--- src/rtl/blkprot_cfg_pkg.sv ---
package blkprot_cfg_pkg;

    // Word offsets (byte offset / 4)
    localparam logic [9:0] W_CTRL  = 10'h000;
    localparam logic [9:0] W_WORDS = 10'h004;
    localparam logic [9:0] W_GEOM  = 10'h005;
    localparam logic [9:0] W_PTR   = 10'h006;
    localparam logic [9:0] W_WIN   = 10'h007;
    localparam logic [9:0] W_ISTAT = 10'h008;
    localparam logic [9:0] W_ICLR  = 10'h009;
    localparam logic [9:0] W_IEN   = 10'h00A;
    localparam logic [9:0] W_FADDR = 10'h00B;
    localparam logic [9:0] W_FINFO = 10'h00C;
    localparam logic [9:0] W_ISET  = 10'h00D;
    localparam logic [9:0] W_IDLO  = 10'h3F4;
    localparam int         ID_COUNT = 12;

    localparam int CTL_ERR_BIT  = 4;
    localparam int CTL_STEP_BIT = 8;
    localparam int CTL_SEAL_BIT = 31;

    typedef enum logic {
        SEAL_OPEN,
        SEAL_SHUT
    } seal_state_e;

    function automatic logic [31:0] lane_mask(input logic [3:0] be);
        logic [31:0] m;
        for (int i = 0; i < 4; i++) begin
            m[i*8 +: 8] = {8{be[i]}};
        end
        return m;
    endfunction

    function automatic logic [31:0] lane_merge(input logic [31:0] old_v,
                                               input logic [31:0] new_v,
                                               input logic [31:0] m);
        return (old_v & ~m) | (new_v & m);
    endfunction

endpackage

--- src/rtl/blkprot_seal_fsm.sv ---
module blkprot_seal_fsm
    import blkprot_cfg_pkg::*;
(
    input  logic clk,
    input  logic rst_n,
    input  logic seal_req,
    output logic sealed
);

    seal_state_e state_q, state_d;

    always_ff @(posedge clk) begin
        if (!rst_n) state_q <= SEAL_OPEN;
        else        state_q <= state_d;
    end

    always_comb begin
        state_d = state_q;
        unique case (state_q)
            SEAL_OPEN: if (seal_req) state_d = SEAL_SHUT;
            SEAL_SHUT: state_d = SEAL_SHUT;
        endcase
    end

    always_comb begin
        unique case (state_q)
            SEAL_OPEN: sealed = 1'b0;
            SEAL_SHUT: sealed = 1'b1;
        endcase
    end


    seal_enters_chk: assert property (@(posedge clk) disable iff (!rst_n)
        seal_req |=> sealed);


    seal_sticky_chk: assert property (@(posedge clk) disable iff (!rst_n)
        sealed |=> sealed);

endmodule

--- src/rtl/blkprot_lut_store.sv ---
module blkprot_lut_store #(
    parameter  int WORDS = 4,
    localparam int PTR_W = (WORDS > 1) ? $clog2(WORDS) : 1
) (
    input  logic                  clk,
    input  logic                  rst_n,
    input  logic                  word_we,
    input  logic [31:0]           word_d,
    input  logic                  ptr_we,
    input  logic [31:0]           ptr_d,
    input  logic                  adv,
    output logic [31:0]           cur_word,
    output logic [PTR_W-1:0]      ptr,
    output logic [WORDS*32-1:0]   flat
);

    localparam logic [31:0]      WORDS_U = 32'(WORDS);
    localparam logic [PTR_W-1:0] LAST    = PTR_W'(WORDS - 1);

    logic [31:0] words_q [WORDS];
    logic [31:0] ptr_mod;

    assign ptr_mod = ptr_d % WORDS_U;

    always_ff @(posedge clk) begin
        if (!rst_n) begin
            ptr <= '0;
        end else if (ptr_we) begin
            ptr <= ptr_mod[PTR_W-1:0];
        end else if (adv) begin
            ptr <= (ptr == LAST) ? '0 : ptr + 1'b1;
        end
    end

    for (genvar g = 0; g < WORDS; g++) begin : g_word
        always_ff @(posedge clk) begin
            if (!rst_n)                               words_q[g] <= '0;
            else if (word_we && ptr == PTR_W'(g))     words_q[g] <= word_d;
        end
        assign flat[g*32 +: 32] = words_q[g];
    end

    assign cur_word = words_q[ptr];


    ptr_range_chk: assert property (@(posedge clk) disable iff (!rst_n)
        32'(ptr) < WORDS_U);


    ptr_wrap_chk: assert property (@(posedge clk) disable iff (!rst_n)
        (adv && !ptr_we && ptr == LAST) |=> ptr == '0);

endmodule

--- src/rtl/blkprot_irq_unit.sv ---
module blkprot_irq_unit (
    input  logic        clk,
    input  logic        rst_n,
    input  logic        en_we,
    input  logic        en_d,
    input  logic        set_req,
    input  logic        clr_req,
    input  logic        evt,
    input  logic [31:0] evt_addr,
    input  logic [15:0] evt_master,
    input  logic        evt_nonsec,
    input  logic        evt_cfgns,
    output logic        stat,
    output logic        en,
    output logic        irq,
    output logic [31:0] faddr,
    output logic [31:0] finfo
);

    always_ff @(posedge clk) begin
        if (!rst_n) begin
            stat  <= 1'b0;
            en    <= 1'b1;
            faddr <= '0;
            finfo <= '0;
        end else begin
            if (evt || set_req) stat <= 1'b1;
            else if (clr_req)   stat <= 1'b0;
            if (en_we) en <= en_d;
            if (evt && !stat) begin
                faddr <= evt_addr;
                finfo <= {14'd0, evt_cfgns, evt_nonsec, evt_master};
            end
        end
    end

    assign irq = stat & en;


    set_sticks_chk: assert property (@(posedge clk) disable iff (!rst_n)
        set_req |=> stat);


    clr_takes_chk: assert property (@(posedge clk) disable iff (!rst_n)
        (clr_req && !set_req && !evt) |=> !stat);


    info_hold_chk: assert property (@(posedge clk) disable iff (!rst_n)
        stat |=> ($stable(faddr) && $stable(finfo)));


    info_capture_chk: assert property (@(posedge clk) disable iff (!rst_n)
        (evt && !stat) |=> (faddr == $past(evt_addr) && stat));

endmodule

--- src/rtl/blkprot_cfg_bank.sv ---
module blkprot_cfg_bank
    import blkprot_cfg_pkg::*;
#(
    parameter int          WORDS    = 4,
    parameter int          BLK_LOG2 = 12,
    parameter logic [95:0] ID_BYTES = 96'hC3B2A1F0_5E4D3C2B_1A090807
) (
    input  logic                clk,
    input  logic                rst_n,
    input  logic                bus_sel,
    input  logic                bus_wr,
    input  logic [11:0]         bus_addr,
    input  logic [3:0]          bus_be,
    input  logic [31:0]         bus_wdata,
    input  logic                bus_secure,
    output logic [31:0]         bus_rdata,
    input  logic                flt_evt,
    input  logic [31:0]         flt_addr,
    input  logic [15:0]         flt_master,
    input  logic                flt_nonsec,
    input  logic                flt_cfgns,
    output logic [WORDS*32-1:0] lut_bits,
    output logic                ctl_err_resp,
    output logic                ctl_autoinc,
    output logic                ctl_sealed,
    output logic                irq_en,
    output logic                irq
);

    localparam int          PTR_W      = (WORDS > 1) ? $clog2(WORDS) : 1;
    localparam logic [31:0] WORDS_RD   = 32'(WORDS - 1);
    localparam logic [31:0] GEOM_RD    = 32'(BLK_LOG2 - 5);
    localparam logic [11:0] NS_FLOOR   = 12'hFD0;

    logic [9:0]       waddr;
    logic             sec_ok, acc_we, acc_re;
    logic [31:0]      mask, zf;
    logic [31:0]      ctrl_word, ctrl_new, ptr_word, cur_word;
    logic             err_q, step_q;
    logic             ctrl_we, seal_req, ptr_we, win_we, win_re, adv;
    logic             en_we, set_req, clr_req;
    logic [PTR_W-1:0] ptr;
    logic             stat;
    logic [31:0]      faddr, finfo;

    assign waddr  = bus_addr[11:2];
    assign sec_ok = bus_secure || (bus_addr >= NS_FLOOR);
    assign acc_we = bus_sel && sec_ok && bus_wr;
    assign acc_re = bus_sel && sec_ok && !bus_wr;
    assign mask   = lane_mask(bus_be);
    assign zf     = bus_wdata & mask;

    assign ctrl_word = {ctl_sealed, 22'd0, step_q, 3'd0, err_q, 4'd0};
    assign ctrl_new  = lane_merge(ctrl_word, bus_wdata, mask);
    assign ptr_word  = 32'(ptr);

    assign ctrl_we  = acc_we && waddr == W_CTRL && !ctl_sealed;
    assign seal_req = ctrl_we && ctrl_new[CTL_SEAL_BIT];
    assign ptr_we   = acc_we && waddr == W_PTR;
    assign win_we   = acc_we && waddr == W_WIN && !ctl_sealed;
    assign win_re   = acc_re && waddr == W_WIN;
    assign adv      = (win_we || win_re) && bus_be == 4'hF && step_q;
    assign en_we    = acc_we && waddr == W_IEN && !ctl_sealed;
    assign set_req  = acc_we && waddr == W_ISET && zf[0];
    assign clr_req  = acc_we && waddr == W_ICLR && zf[0];

    always_ff @(posedge clk) begin
        if (!rst_n) begin
            err_q  <= 1'b0;
            step_q <= 1'b1;
        end else if (ctrl_we) begin
            err_q  <= ctrl_new[CTL_ERR_BIT];
            step_q <= ctrl_new[CTL_STEP_BIT];
        end
    end

    blkprot_seal_fsm u_seal (
        .clk      (clk),
        .rst_n    (rst_n),
        .seal_req (seal_req),
        .sealed   (ctl_sealed)
    );

    blkprot_lut_store #(.WORDS(WORDS)) u_lut (
        .clk      (clk),
        .rst_n    (rst_n),
        .word_we  (win_we),
        .word_d   (lane_merge(cur_word, bus_wdata, mask)),
        .ptr_we   (ptr_we),
        .ptr_d    (lane_merge(ptr_word, bus_wdata, mask)),
        .adv      (adv),
        .cur_word (cur_word),
        .ptr      (ptr),
        .flat     (lut_bits)
    );

    blkprot_irq_unit u_irq (
        .clk        (clk),
        .rst_n      (rst_n),
        .en_we      (en_we),
        .en_d       (zf[0]),
        .set_req    (set_req),
        .clr_req    (clr_req),
        .evt        (flt_evt),
        .evt_addr   (flt_addr),
        .evt_master (flt_master),
        .evt_nonsec (flt_nonsec),
        .evt_cfgns  (flt_cfgns),
        .stat       (stat),
        .en         (irq_en),
        .irq        (irq),
        .faddr      (faddr),
        .finfo      (finfo)
    );

    assign ctl_err_resp = err_q;
    assign ctl_autoinc  = step_q;

    always_comb begin
        bus_rdata = '0;
        if (acc_re) begin
            case (waddr)
                W_CTRL:  bus_rdata = ctrl_word;
                W_WORDS: bus_rdata = WORDS_RD;
                W_GEOM:  bus_rdata = GEOM_RD;
                W_PTR:   bus_rdata = ptr_word;
                W_WIN:   bus_rdata = cur_word;
                W_ISTAT: bus_rdata = {31'd0, stat};
                W_IEN:   bus_rdata = {31'd0, irq_en};
                W_FADDR: bus_rdata = faddr;
                W_FINFO: bus_rdata = finfo;
                default: bus_rdata = '0;
            endcase
            for (int i = 0; i < ID_COUNT; i++) begin
                if (waddr == W_IDLO + 10'(i)) bus_rdata = {24'd0, ID_BYTES[i*8 +: 8]};
            end
        end
    end


    ns_write_blocked_chk: assert property (@(posedge clk) disable iff (!rst_n)
        (bus_sel && bus_wr && !bus_secure && bus_addr < NS_FLOOR) |=>
        ($stable(lut_bits) && $stable(ctl_err_resp) && $stable(ctl_autoinc) &&
         $stable(irq_en) && $stable(ctl_sealed)));


    ns_read_zero_chk: assert property (@(posedge clk) disable iff (!rst_n)
        (bus_sel && !bus_wr && !bus_secure && bus_addr < NS_FLOOR) |-> bus_rdata == '0);


    sealed_frozen_chk: assert property (@(posedge clk) disable iff (!rst_n)
        ctl_sealed |=> ($stable(lut_bits) && $stable(irq_en) &&
                        $stable(ctl_err_resp) && $stable(ctl_autoinc)));

endmodule

--- config.mk ---
export PLATFORM = sky130hd
export DESIGN_NAME = blkprot_cfg_bank
export DESIGN_NICKNAME = d
export VERILOG_FILES = /design/src/rtl/blkprot_cfg_pkg.sv /design/src/rtl/blkprot_seal_fsm.sv /design/src/rtl/blkprot_lut_store.sv /design/src/rtl/blkprot_irq_unit.sv /design/src/rtl/blkprot_cfg_bank.sv
export SDC_FILE = /design/constraint.sdc
export NUM_CORES = 1
export LEC_CHECK = 0
export CORE_MARGIN = 1
export CORE_UTILIZATION = 43
export DETAILED_ROUTE_END_ITERATION = 16
export PLACE_DENSITY = 0.76
export SYNTH_ARGS = -nofsm -noshare
export SYNTH_HDL_FRONTEND = slang
export SYNTH_HIERARCHICAL = 1
export SYNTH_SLANG_ARGS = --single-unit
--- constraint.sdc ---
create_clock -name clk -period 4.2 [get_ports clk]
set_input_delay 0.42 -clock clk [delete_from_list [all_inputs] [get_ports clk]]
set_output_delay 0.42 -clock clk [all_outputs]
set_load 0.01 [all_outputs]
==> impl_metrics.csv <==
group,metric,value,unit
run_status,outcome,"finished, final reports clean",
layout,area_delta_synth_final,34.6,%
clock_network,cts-root-buf,"clkbuf_16",
layout,drive_above_1_share,0.124,
setup_path,cp-start-kind,"input port",
die,start_util,0.437,
detailed_routing,via_per_inst,5.47,
layout,utilization,0.589,
placed_design,numPortBuffers,266,
setup_path,cp.required,3780,ps
die,die_h,154,um
layout,instances_no_fill,1433,
clock_network,cts_tree,"yes",
power_and_ir_drop,p_total,4.26,mW
power_and_ir_drop,leakage,4.67,nW
placed_design,dp.cells,1401,
die,io_pins,269,
clock_network,cts_setup_buffers,0,
clock_network,h-tree-depth,4,
sta,worst_pin_slew,759,ps
logic_synthesis,syn_inst,899,
global_routing,grt_overflow,0,
power_and_ir_drop,power_switching,1.10,mW
clock_network,cts-buffers-inserted,17,
sta,setup_viol,0,
sta,fmax,284,MHz
clock_network,cts_sinks,187,
die,die-area,0.0236,mm2
clock_network,cts_hold_buffers,0,
detailed_routing,drc,0,
sta,slew_viol_final,0,
detailed_routing,ant_nets,0,
power_and_ir_drop,p_comb_frac,0.116,
sta,max_slew_margin,0.492,
logic_synthesis,synth_warnings,6,
global_routing,antenna_found_initial,0,
placed_design,place_congestion,0.914,
power_and_ir_drop,sw_frac_of_total,0.258,
die,die_width,154,um
clock_network,clkTransAtPathRegs,70,ps
layout,fin_nets,1243,
sta,setup_tns,0,ps
detailed_routing,wl,30.5,mm
global_routing,grt_pass1_vias,7799,
setup_path,cp.arrival,3100,ps
clock_network,post_cts_resize_count,0,
setup_path,end_kind,"output port",
global_routing,grtUsageTotal,0.260,
logic_synthesis,syn_avg_cell_area,11.0,um2
sta,hold_viol_final,0,
power_and_ir_drop,vdd_drop_max,234,uV
power_and_ir_drop,p_seq_frac,0.487,
layout,fill_cells,1892,
detailed_routing,vias,7833,
sta,post-route-period-util,0.838,
logic_synthesis,syn_area,0.00990,mm2
layout,insertedDiodeCount,0,
placed_design,pre_cts_ws,667,ps
die,rows,55,
sta,rsz0062_at_grt,"false",
job,cap_violations,0,
sta,fin_hold_ws,461,ps
power_and_ir_drop,power.internal,3.16,mW
power_and_ir_drop,power_frac_clock,0.397,
die,core,0.0226,mm2
global_routing,grt_max_degree,79,
detailed_routing,initialDrtViolationCount,544,
sta,fin_worst_skew,15.0,ps
global_routing,grt_pass1_wl,46.0,mm
detailed_routing,drt_pass1_iterations,5,
detailed_routing,routedWlPerCell,21.3,um
setup_path,path_class,"in -> out",
sta,fin_crit,3520,ps
clock_network,clk_latency,430,ps
clock_network,cts_max_path_buffers,2,
placed_design,dp_hpwl,20.8,mm
sta,setup_ws,679,ps
setup_path,critPathMaxFanout,23,
hold_path,hold_path.class,"reg -> reg",
layout,fin_area,0.0133,mm2
power_and_ir_drop,p_per_area,319,mW/mm2
placed_design,placedInstanceArea,0.0127,mm2
-- layout by cell type (no fill, tap or decap), types with 30 or more instances in the layout --
cell type and instances:
nand2_1 160, and2_1 58, mux4_2 30, mux2i_1 56
mux2_2 31, edfxtp_1 128, dfxtp_1 57, nor2_1 104
clkdlybuf4s50_1 265
-- power by group through the flow --
stage | sequential (mW) | clock (mW) | combinational (mW)
2_1_floorplan | 2.13 | 0 | 0.222
3_3_place_gp | 2.11 | 0 | 0.487
3_5_place_dp | 2.12 | 0 | 0.490
4_1_cts | 2.08 | 1.72 | 0.493
5_1_grt | 2.08 | 1.78 | 0.525
6_report | 2.07 | 1.69 | 0.493
-- metal layers --
metal / part of all wire / GRT usage
met3: 0.099 / 0.0747
met1: 0.43 / 0.350
met4: 0.024 / 0.0900
met2: 0.45 / 0.402
met5: 0 / 0
-- critical path, cell delays in order --
cell and delay [ps]:
clkdlybuf4s50_1 740, nor2_1 160, o31ai_1 430, and4_1 310, buf_4 260, and2_1 170
clkdlybuf4s50_1 600
-- path summary, 6_finish.rpt --
path | to | slack, ps | startpoint | depth (start not counted)
setup reg to reg | u_lut/words_q[3][13] | 1970 | register | 5
setup / recovery | bus_rdata[27] | 680 | bus_addr[4] | 7
hold reg to reg | u_irq/faddr[11] | 460 | u_irq/faddr[11] | 2
hold / removal | u_irq/faddr[11] | 460 | u_irq/faddr[11] | 2
-- flip-flops by register name, summed over array words and instances (netlist names), named ones only --
signal          count
u_irq/stat          1
u_seal/state_q      1
u_lut/ptr           2
u_lut/words_q     128
u_irq/en            1
u_irq/finfo        18
u_irq/faddr        32
-- layout make-up --
class / instances / area (um2) / area share
multi-input cells: 625 / 4340 / 0.325
repair buffers: 294 / 2950 / 0.221
flip-flops and latches: 187 / 5030 / 0.377
clock buffers: 17 / 425 / 0.0319
inverters: 10 / 37.5 / 0.00282
clock inverters: 15 / 204 / 0.0153
well taps: 285 / 357 / 0.0267
(Power assumes the default switching activity.)
